--- src/rtl/pwm_bank_pkg.sv ---
package pwm_bank_pkg;

    localparam int unsigned BYTE_W  = 8;
    localparam int unsigned CNT_W   = 2 * BYTE_W;
    localparam int unsigned MAX_CH  = 12;

    localparam logic [BYTE_W-1:0] ADDR_EN_LO     = 8'h00;
    localparam logic [BYTE_W-1:0] ADDR_EN_HI     = 8'h01;
    localparam logic [BYTE_W-1:0] ADDR_PER_BASE  = 8'h10;
    localparam logic [BYTE_W-1:0] ADDR_DUTY_BASE = 8'h40;

    localparam int unsigned GLOBAL_BIT = 7;
    localparam int unsigned HI_EN_BITS = 4;

    typedef enum logic [0:0] {
        CH_IDLE = 1'b0,
        CH_RUN  = 1'b1
    } ch_mode_e;

endpackage

--- src/rtl/pwm_regs.sv ---
module pwm_regs
    import pwm_bank_pkg::*;
#(
    parameter int unsigned NUM_CH = 12
) (
    input  logic                           clk,
    input  logic                           rst_n,
    input  logic                           wr_en,
    input  logic [BYTE_W-1:0]              wr_addr,
    input  logic [BYTE_W-1:0]              wr_data,
    input  logic [BYTE_W-1:0]              rd_addr,
    output logic [BYTE_W-1:0]              rd_data,
    output logic [NUM_CH-1:0]              ch_en_o,
    output logic                           glob_en_o,
    output logic [NUM_CH-1:0][CNT_W-1:0]   per_o,
    output logic [NUM_CH-1:0][CNT_W-1:0]   duty_o
);

    localparam int unsigned EN_W = 2 * BYTE_W;

    typedef struct packed {
        logic [NUM_CH-1:0]            en;
        logic                         glob;
        logic [NUM_CH-1:0][CNT_W-1:0] per;
        logic [NUM_CH-1:0][CNT_W-1:0] duty;
    } regs_t;

    regs_t r_d, r_q;
    logic [EN_W-1:0] en_wide_w;
    logic [EN_W-1:0] en_wide_r;

    always_comb begin
        r_d       = r_q;
        en_wide_w = '0;
        en_wide_w[NUM_CH-1:0] = r_q.en;
        if (wr_en) begin
            if (wr_addr == ADDR_EN_LO) begin
                en_wide_w[BYTE_W-1:0] = wr_data;
            end
            if (wr_addr == ADDR_EN_HI) begin
                en_wide_w[BYTE_W +: HI_EN_BITS] = wr_data[HI_EN_BITS-1:0];
                r_d.glob = wr_data[GLOBAL_BIT];
            end
            for (int c = 0; c < NUM_CH; c++) begin
                if (wr_addr == ADDR_PER_BASE + BYTE_W'(2 * c))
                    r_d.per[c][BYTE_W-1:0] = wr_data;
                if (wr_addr == ADDR_PER_BASE + BYTE_W'(2 * c + 1))
                    r_d.per[c][CNT_W-1:BYTE_W] = wr_data;
                if (wr_addr == ADDR_DUTY_BASE + BYTE_W'(2 * c))
                    r_d.duty[c][BYTE_W-1:0] = wr_data;
                if (wr_addr == ADDR_DUTY_BASE + BYTE_W'(2 * c + 1))
                    r_d.duty[c][CNT_W-1:BYTE_W] = wr_data;
            end
        end
        r_d.en = en_wide_w[NUM_CH-1:0];
    end

    always_ff @(posedge clk or negedge rst_n) begin
        if (!rst_n) r_q <= '0;
        else        r_q <= r_d;
    end

    always_comb begin
        rd_data   = '0;
        en_wide_r = '0;
        en_wide_r[NUM_CH-1:0] = r_q.en;
        if (rd_addr == ADDR_EN_LO) begin
            rd_data = en_wide_r[BYTE_W-1:0];
        end
        if (rd_addr == ADDR_EN_HI) begin
            rd_data[HI_EN_BITS-1:0] = en_wide_r[BYTE_W +: HI_EN_BITS];
            rd_data[GLOBAL_BIT]     = r_q.glob;
        end
        for (int c = 0; c < NUM_CH; c++) begin
            if (rd_addr == ADDR_PER_BASE + BYTE_W'(2 * c))
                rd_data = r_q.per[c][BYTE_W-1:0];
            if (rd_addr == ADDR_PER_BASE + BYTE_W'(2 * c + 1))
                rd_data = r_q.per[c][CNT_W-1:BYTE_W];
            if (rd_addr == ADDR_DUTY_BASE + BYTE_W'(2 * c))
                rd_data = r_q.duty[c][BYTE_W-1:0];
            if (rd_addr == ADDR_DUTY_BASE + BYTE_W'(2 * c + 1))
                rd_data = r_q.duty[c][CNT_W-1:BYTE_W];
        end
    end

    assign ch_en_o   = r_q.en;
    assign glob_en_o = r_q.glob;
    assign per_o     = r_q.per;
    assign duty_o    = r_q.duty;

endmodule

--- src/rtl/pwm_channel.sv ---
module pwm_channel
    import pwm_bank_pkg::*;
#(
    parameter int unsigned CW = CNT_W
) (
    input  logic          clk,
    input  logic          rst_n,
    input  logic          run_i,
    input  logic [CW-1:0] per_i,
    input  logic [CW-1:0] duty_i,
    output logic          pwm_o,
    output logic [CW-1:0] cnt_o,
    output logic [CW-1:0] per_act_o,
    output logic [CW-1:0] duty_act_o
);

    typedef struct packed {
        ch_mode_e      mode;
        logic [CW-1:0] cnt;
        logic [CW-1:0] per;
        logic [CW-1:0] duty;
        logic          out;
    } chan_t;

    chan_t s_d, s_q;
    logic [CW:0] cnt_inc;
    logic        at_wrap;

    always_comb begin
        s_d     = s_q;
        cnt_inc = {1'b0, s_q.cnt} + {{CW{1'b0}}, 1'b1};
        at_wrap = cnt_inc >= {1'b0, s_q.per};
        if (!run_i) begin
            s_d.mode = CH_IDLE;
            s_d.cnt  = '0;
            s_d.per  = per_i;
            s_d.duty = duty_i;
        end else if (s_q.mode == CH_IDLE || at_wrap) begin
            s_d.mode = CH_RUN;
            s_d.cnt  = '0;
            s_d.per  = per_i;
            s_d.duty = duty_i;
        end else begin
            s_d.cnt  = cnt_inc[CW-1:0];
        end
        s_d.out = (s_d.mode == CH_RUN) && (s_d.cnt < s_d.duty);
    end

    always_ff @(posedge clk or negedge rst_n) begin
        if (!rst_n) s_q <= '0;
        else        s_q <= s_d;
    end

    assign pwm_o      = s_q.out;
    assign cnt_o      = s_q.cnt;
    assign per_act_o  = s_q.per;
    assign duty_act_o = s_q.duty;

endmodule

--- src/rtl/pwm_bank.sv ---
module pwm_bank
    import pwm_bank_pkg::*;
#(
    parameter int unsigned NUM_CH = MAX_CH
) (
    input  logic              clk,
    input  logic              rst_n,
    input  logic              wr_en,
    input  logic [7:0]        wr_addr,
    input  logic [7:0]        wr_data,
    input  logic [7:0]        rd_addr,
    output logic [7:0]        rd_data,
    output logic [NUM_CH-1:0] pwm_out
);

    logic [NUM_CH-1:0]            ch_en;
    logic                         glob_en;
    logic [NUM_CH-1:0][CNT_W-1:0] per_reg;
    logic [NUM_CH-1:0][CNT_W-1:0] duty_reg;
    logic [NUM_CH-1:0][CNT_W-1:0] cnt_now;
    logic [NUM_CH-1:0][CNT_W-1:0] per_act;
    logic [NUM_CH-1:0][CNT_W-1:0] duty_act;

    pwm_regs #(.NUM_CH(NUM_CH)) u_regs (
        .clk       (clk),
        .rst_n     (rst_n),
        .wr_en     (wr_en),
        .wr_addr   (wr_addr),
        .wr_data   (wr_data),
        .rd_addr   (rd_addr),
        .rd_data   (rd_data),
        .ch_en_o   (ch_en),
        .glob_en_o (glob_en),
        .per_o     (per_reg),
        .duty_o    (duty_reg)
    );

    for (genvar c = 0; c < NUM_CH; c++) begin : g_ch
        pwm_channel #(.CW(CNT_W)) u_ch (
            .clk        (clk),
            .rst_n      (rst_n),
            .run_i      (ch_en[c] & glob_en),
            .per_i      (per_reg[c]),
            .duty_i     (duty_reg[c]),
            .pwm_o      (pwm_out[c]),
            .cnt_o      (cnt_now[c]),
            .per_act_o  (per_act[c]),
            .duty_act_o (duty_act[c])
        );
    end

endmodule

--- config.mk ---
export PLATFORM = sky130hd
export DESIGN_NAME = pwm_bank
export DESIGN_NICKNAME = d
export VERILOG_FILES = /design/src/rtl/pwm_bank_pkg.sv /design/src/rtl/pwm_regs.sv /design/src/rtl/pwm_channel.sv /design/src/rtl/pwm_bank.sv
export SDC_FILE = /design/constraint.sdc
export NUM_CORES = 2
export LEC_CHECK = 0
export ABC_AREA = 1
export BUFFER_PORTS_ARGS = -buffer_cell sky130_fd_sc_hd__clkbuf_2
export CAP_MARGIN = 20
export CORE_MARGIN = 5
export CORE_UTILIZATION = 45
export CTS_CLUSTER_DIAMETER = 120
export DETAILED_ROUTE_END_ITERATION = 8
export GPL_ROUTABILITY_DRIVEN = 0
export PLACE_DENSITY = 0.61
export SYNTH_ARGS = -nofsm -noshare
export SYNTH_HDL_FRONTEND = slang
export SYNTH_SLANG_ARGS = --single-unit
--- constraint.sdc ---
create_clock -name clk -period 11.8 [get_ports clk]
set_input_delay 2.36 -clock clk [delete_from_list [all_inputs] [get_ports clk]]
set_output_delay 2.36 -clock clk [all_outputs]
set_load 0.02 [all_outputs]
==> Word-level counts from Yosys, hierarchy flattened <==
Index checks and enable logic that the tools add are counted.
{ "word_totals": {"register_bits": 997, "input_bits": 27, "output_inout_bits": 20} }
{ "op_classes": {"addsub": 12, "order_cmp": 24, "n_eq_ne": 110, "n_mux": 99, "bitwise_logic": 24, "reduce_logical": 76} }
{ "op_table": {"columns": ["operator", "count"], "rows": [
  ["49-bit two-way mux", 12],
  ["8-bit two-way mux", 49],
  ["8-bit by 7-bit == test with 1-bit output (second input constant)", 48],
  ["32-bit two-way mux", 12],
  ["8-bit by 5-bit == test with 1-bit output (second input constant)", 32],
  ["16-bit by 1-bit adder with 17-bit output (second input constant)", 12],
  ["17-bit by 16-bit greater-or-equal comparator with 1-bit output", 12],
  ["16-bit less-than comparator", 12],
  ["16-bit two-way mux", 12],
  ["8-bit by 6-bit == test with 1-bit output (second input constant)", 16],
  ["2-bit AND reduction", 50],
  ["2-bit != test (second input constant)", 12],
  ["8-bit by 1-bit == test with 1-bit output (second input constant)", 2],
  ["8-bit logical NOT", 2],
  ["1-bit two-way mux", 13],
  ["1-bit bitwise AND", 12],
  ["1-bit logical AND", 12],
  ["1-bit logical OR", 12],
  ["1-bit NOT", 12],
  ["4-bit two-way mux", 1]
]} }

==> Longest topological paths before layout <==
{ "depth": {"ltp_word": 51, "ltp_mapped": 33, "mapped_depth_nobuf": 32} }

==> By module <==
From an unflattened synthesis, not the netlist that was laid out.
{ "hier_totals": {"hier_cells": 7331, "hier_area_um2": 57860.5} }
{ "modules_own_cells": {"columns": ["module", "instances", "cells_per_inst", "area_each_um2", "seq_area_each_um2"], "rows": [
  ["pwm_channel (g_ch[0].u_ch ...)", 11, 419, 3310.7, 1251.2],
  ["pwm_regs", 1, 2284, 18063.6, 9934.5],
  ["pwm_channel (g_ch[9].u_ch)", 1, 413, 3278.1, 1251.2],
  ["pwm_bank", 1, 25, 101.3, 0.0]
]} }

==> Worst setup path before layout <==
No wires, ideal clock.
{ "synth_timing": {"path_type": "input port to output port", "start": "input port rd_addr[7]", "end": "output port rd_data[1]", "t_arrival_ps": 4734, "required_time_ps": 9440, "setup_slack_ps": 4706, "cell_stages": 30, "cell_sequence": "nor2_1 nand3_2 nor2_4 inv_2 o21ai_1 inv_1 nand2_1 nand4_1 nand2_1 nand3_1 nand2_1 nand4_1 nand2_1 nand3_1 nand2_1 nand4_1 nand2_1 nand4_1 nand2_1 nand4_1 nor2_1 nand3_1 nand2_1 nand4_1 nor2_1 nand4_1 nor2_1 nand4_1 nor2_1 nand4_1"} }
{ "synth_between": {"elab_chain_cells": 51, "elab_cells_between_ends": 100} }
{ "synth_rtl": {"columns": ["element", "line_no", "rtl"], "rows": [
  ["from (decl)", "pwm_bank.sv:11", "input logic [7:0] rd_addr,"],
  ["8-bit logical NOT", "pwm_regs.sv:67", "if (rd_addr == ADDR_EN_LO) begin"],
  ["8-bit two-way mux", "pwm_regs.sv:67", null],
  ["4-bit two-way mux", "pwm_regs.sv:70", "if (rd_addr == ADDR_EN_HI) begin"],
  ["8-bit two-way mux", "pwm_regs.sv:75", "if (rd_addr == ADDR_PER_BASE + BYTE_W'(2 * c))"],
  ["8-bit two-way mux", "pwm_regs.sv:77", "if (rd_addr == ADDR_PER_BASE + BYTE_W'(2 * c + 1))"],
  ["8-bit two-way mux", "pwm_regs.sv:79", "if (rd_addr == ADDR_DUTY_BASE + BYTE_W'(2 * c))"],
  ["8-bit two-way mux", "pwm_regs.sv:81", "if (rd_addr == ADDR_DUTY_BASE + BYTE_W'(2 * c + 1))"],
  ["8-bit two-way mux", "pwm_regs.sv:75", null],
  ["[... 35 more ...]", null, null],
  ["8-bit two-way mux", "pwm_regs.sv:75", null],
  ["8-bit two-way mux", "pwm_regs.sv:77", null],
  ["8-bit two-way mux", "pwm_regs.sv:79", null],
  ["8-bit two-way mux", "pwm_regs.sv:81", null],
  ["8-bit two-way mux", "pwm_regs.sv:75", null],
  ["8-bit two-way mux", "pwm_regs.sv:77", null],
  ["8-bit two-way mux", "pwm_regs.sv:79", null],
  ["8-bit two-way mux *", "pwm_regs.sv:81", null],
  ["to (decl)", "pwm_bank.sv:12", "output logic [7:0] rd_data,"]
]} }
Mark *: on every way between the ends. The rest lies on a longest branch, timed or not.

==> Final worst setup path <==
{ "layout_timing": {"start": "input port rd_addr[6]", "end": "output port rd_data[7]"} }
{ "layout_between": {"elab_chain_cells": 51, "elab_cells_between_ends": 100} }
{ "layout_rtl": {"columns": ["element", "line_no"], "rows": [
  ["8-bit logical NOT", "pwm_regs.sv:67"],
  ["8-bit two-way mux", "pwm_regs.sv:67"],
  ["1-bit two-way mux", "pwm_regs.sv:70"],
  ["8-bit two-way mux", "pwm_regs.sv:75"],
  ["8-bit two-way mux", "pwm_regs.sv:77"],
  ["8-bit two-way mux", "pwm_regs.sv:79"],
  ["8-bit two-way mux", "pwm_regs.sv:81"],
  ["8-bit two-way mux", "pwm_regs.sv:75"],
  ["[... 35 more ...]", null],
  ["8-bit two-way mux", "pwm_regs.sv:75"],
  ["8-bit two-way mux", "pwm_regs.sv:77"],
  ["8-bit two-way mux", "pwm_regs.sv:79"],
  ["8-bit two-way mux", "pwm_regs.sv:81"],
  ["8-bit two-way mux", "pwm_regs.sv:75"],
  ["8-bit two-way mux", "pwm_regs.sv:77"],
  ["8-bit two-way mux", "pwm_regs.sv:79"],
  ["8-bit two-way mux *", "pwm_regs.sv:81"]
]} }
Marked as above.

==> parameters.txt <==
Parameter                              Value

Run status
  Outcome ... complete, no violations

Power
  Static leakage power ... 29.5 nW
  Cell area power density ... 133 nW/um2
  Worst vdd rail ir drop ... 0.113 mV

Detailed routing
  Routed WL ... 143 mm
  Number of detailed-routing iterations run before antenna repair ... 6
  Number of DRC markers in iteration 0 ... 3,846
  Routed length per placed instance ... 18.0 um
  Detailed-route via count ... 41,100
  Ratio of routed vias to standard cells ... 5.18
  Antenna viol nets, final ... 0
  Number of design rule violations left after detail routing ... 0

Clock tree
  Worst-path clk slew ... 0.06 ns
  Buffer type at the clock tree root ... sky130_fd_sc_hd__clkbuf_16
  Number of setup buffers added after CTS ... 0
  TritonCTS clock tree ... yes
  Clock latency on the worst-skew pair ... 0.72 ns
  Maximum number of buffers from clock root to sink ... 3
  Number of buffers inserted during clock tree synthesis ... 108
  CTS-repair resized insts ... 0
  CTS H-tree lvls ... 3
  Number of buffers inserted for hold repair after clock tree synthesis ... 0
  Total number of clock tree sinks ... 997

Worst setup path
  Nature of the critical path startpoint ... input pin
  Worst reg-to-reg path cell count ... 24
  Worst Path Required ... 9.44 ns
  Category of the critical setup timing path ... input pin to primary output
  Type of destination of the critical path ... primary output
  CP max FO ... 18
  Worst-path cell with the longest stage delay ... sky130_fd_sc_hd__nor2_1
  Data arrival, critical path ... 6.58 ns
  Delay contributed by the slowest stage of the critical path ... 0.69 ns
  Critical Path Most Common Cell ... sky130_fd_sc_hd__nand2_1

Floorplan
  Number of placement rows ... 124
  Core Area ... 115,000 um2
  Die boundary height ... 350 um
  Die footprint ... 122,000 um2
  Effective utilization at floorplan ... 45.4%
  Die Width ... 350 um
  Number of top-level design ports ... 47

Synth
  Register area share after synthesis ... 48.0%
  Flops & latches, synth ... 997
  Most frequently used flop master after synthesis ... sky130_fd_sc_hd__dfrtp_1
  Warnings, synthesis ... 0
  Synth unique cells ... 62
  Number of synthesized flops with an enable pin ... 0
  Synth Area per Inst ... 8.19 um2
  Synthesized Nets ... 6,749
  Post-Syn Instances ... 6,338
  Share of synthesized registers carrying an async set or reset ... 100%
  Synth Cell Area ... 51,900 um2

Placed design
  Post-placement cell area ... 53,600 um2
  Post-detailed-placement half-perimeter wirelength ... 104 mm
  Port Buf Inserts ... 46

Timing
  Setup repair after global routing missed its margin ... no
  Max-slew headroom ... 25.1%
  Max frequency ... 112 MHz
  Final critical delay including setup and external delays ... 8.94 ns
  Slew at the pin closest to its max-slew limit ... 1.11 ns
  # setup viols final ... 0
  Max Clock Skew ... 0.0276 ns
  Total negative setup slack ... 0 ns
  Final hold viol count ... 0
  Final period util ... 75.8%
  Count of pins over their slew limit ... 0

Final layout
  Layout net count ... 6,739
  Area overhead of the layout relative to synthesis ... 10.4%
  Commonest non-fill, non-tap cell in the layout ... sky130_fd_sc_hd__nand2_1
  Share of final-layout standard cells stronger than drive strength 1 ... 6.50%
  Non-Filler Cell Area, Final ... 57,300 um2
  Commonest cells after routing, fill and taps aside ... 1,473 x sky130_fd_sc_hd__nand2_1, 1,025 x sky130_fd_sc_hd__inv_1, 997 x sky130_fd_sc_hd__dfrtp_1

Job
  Max-cap viol count ... 0

Global route
  Global Route met1 Usage ... 34.4%
  Met2 usage in global routing ... 35.4%
  Gr ovfl total ... 0
  Largest net degree at the start of global routing ... 177
  Global-route met3 utilization ... 4.12%
  Wire length of the first global-routing pass ... 227 mm
  Number of global-route vias before repair ... 39,700
  Global route hottest layer ... met2
  Initial antenna violation count ... 8
  Total global-route track usage ... 23.4%

Worst hold path
  Hold crit path type ... flop to flop
  Min-Delay Path Depth ... 2
[layout make-up]
type	instances	area, um2
Sequential cell	997	24900
Clock buffer	153	3150
Timing Repair Buffer	83	568
Inverter	1076	4040
Clock inverter	41	513
Multi-Input combinational cell	4062	22200
Fill cell	10900	57200
Antenna cell	4	10.0
Tap cell	1512	1890
[Yosys cell counts, types with 2 or more instances]
master	number	share of area, %
sky130_fd_sc_hd__nor3_2	4	0.077
sky130_fd_sc_hd__nor3b_1	8	0.12
sky130_fd_sc_hd__a2111oi_0	8	0.13
sky130_fd_sc_hd__buf_2	6	0.058
sky130_fd_sc_hd__nand2_1	1474	11
sky130_fd_sc_hd__o21ai_1	60	0.58
sky130_fd_sc_hd__inv_2	42	0.30
sky130_fd_sc_hd__nor4_1	23	0.28
sky130_fd_sc_hd__a211oi_1	21	0.30
sky130_fd_sc_hd__a221oi_2	3	0.087
sky130_fd_sc_hd__and3_1	10	0.12
sky130_fd_sc_hd__o21ai_2	2	0.034
sky130_fd_sc_hd__o22ai_1	2	0.024
sky130_fd_sc_hd__nor2_1	459	3.3
sky130_fd_sc_hd__nand3_2	6	0.12
sky130_fd_sc_hd__buf_4	12	0.17
sky130_fd_sc_hd__nor2_4	7	0.15
sky130_fd_sc_hd__nand4_1	148	1.8
sky130_fd_sc_hd__nor2_2	12	0.14
sky130_fd_sc_hd__buf_1	4	0.029
sky130_fd_sc_hd__o21ai_0	823	7.9
sky130_fd_sc_hd__or2_0	23	0.28
sky130_fd_sc_hd__o21a_1	2	0.029
sky130_fd_sc_hd__mux2_2	14	0.30
sky130_fd_sc_hd__o211ai_1	17	0.25
sky130_fd_sc_hd__nand2_2	5	0.060
sky130_fd_sc_hd__o21bai_1	10	0.14
sky130_fd_sc_hd__o221ai_1	5	0.084
sky130_fd_sc_hd__o2111ai_1	4	0.067
sky130_fd_sc_hd__or2_2	37	0.45
sky130_fd_sc_hd__a41oi_1	2	0.034
sky130_fd_sc_hd__clkbuf_1	180	1.3
sky130_fd_sc_hd__or2_1	4	0.048
sky130_fd_sc_hd__ha_1	384	9.3
sky130_fd_sc_hd__dfrtp_1	997	48
sky130_fd_sc_hd__nor3_1	62	0.60
sky130_fd_sc_hd__nand3_1	85	0.82
sky130_fd_sc_hd__xor2_1	92	1.6
sky130_fd_sc_hd__inv_1	1033	7.5
sky130_fd_sc_hd__xnor2_1	15	0.25
sky130_fd_sc_hd__a21oi_1	212	2.0
[power by group]
| part | switching [mW] | internal, mW | leakage [nW] | total [mW] |
|---|---|---|---|---|
| Combinational | 0.353 | 0.155 | 13.9 | 0.508 |
| Clock | 1.46 | 2.04 | 1.80 | 3.49 |
| Sequential | 0.100 | 3.54 | 13.8 | 3.64 |
[cells by family (layout without fill, tap and decap cells)]
group / after synthesis / count (layout) / share of synthesized area, %
xor+xnor: 107 / 107 / 1.80
mux: 14 / 14 / 0.304
flops: 997 / 997 / 48.0
buf+inv: 1279 / 1353 / 9.36
other cells: 0 / 4 / 0
fa+ha+maj: 384 / 384 / 9.25
simple gates: 2376 / 2376 / 19.2
compound gates: 1181 / 1181 / 12.0
[flip-flops by register name, indices dropped and copies added, names as in the netlist]
name / cells
g_ch.u_ch.cnt_o: 192
g_ch.u_ch.duty_act_o: 192
g_ch.u_ch.per_act_o: 192
u_regs.duty_o: 192
u_regs.per_o: 192
g_ch.u_ch.pwm_o: 12
g_ch.u_ch.s_q: 12
u_regs.ch_en_o: 12
u_regs.glob_en_o: 1
[per-layer routing]
metal  wire length, um  share of wire [%]  vias up
li1                  -                  -    20300
met1             68100                 48    19500
met2             61200                 43     1067
met3              9290                6.5      247
met4              4460                3.1        4
met5                28              0.020        -
[critical path, delay by kind of cell]
| kind | cells | cell delay [ns] |
|---|---|---|
| buffers and inverters | 2 | 0.29 |
| and+or+nand+nor | 26 | 3.92 |
[per-stage QoR]
stage / instances / setup WS, ns / hold slack [ns] / util (%) / total power, mW
finish: 7928 / 2.86 / 0.482 / 50.0 / 7.65
global route: 7924 / 2.49 / 0.504 / 50.0 / 7.94
CTS: 7924 / 2.96 / 0.488 / 50.0 / 7.71
detailed placement: 7730 / 2.97 / 0.471 / 46.8 / 4.21
global placement: 7730 / 3.03 / 0.465 / 46.8 / 4.20
floorplan: 6338 / 4.71 / 0.442 / - / 3.96
[path summary, 6_finish.rpt]
kind                       slack [ns]                    endpoint                   from
min in group asynchronous        1.73       g_ch[3].u_ch.cnt_o[3]                  rst_n
max in group asynchronous        7.86  g_ch[2].u_ch.duty_act_o[6]                  rst_n
setup reg to reg                 5.42          g_ch[7].u_ch.pwm_o  g_ch[7].u_ch.cnt_o[0]
hold reg to reg                  0.48           u_regs.duty_o[48]      u_regs.duty_o[48]
setup / recovery                 2.86                  rd_data[7]             rd_addr[6]
hold / removal                   0.48           u_regs.duty_o[48]      u_regs.duty_o[48]
Note: power is estimated with default switching activity, not from simulation.
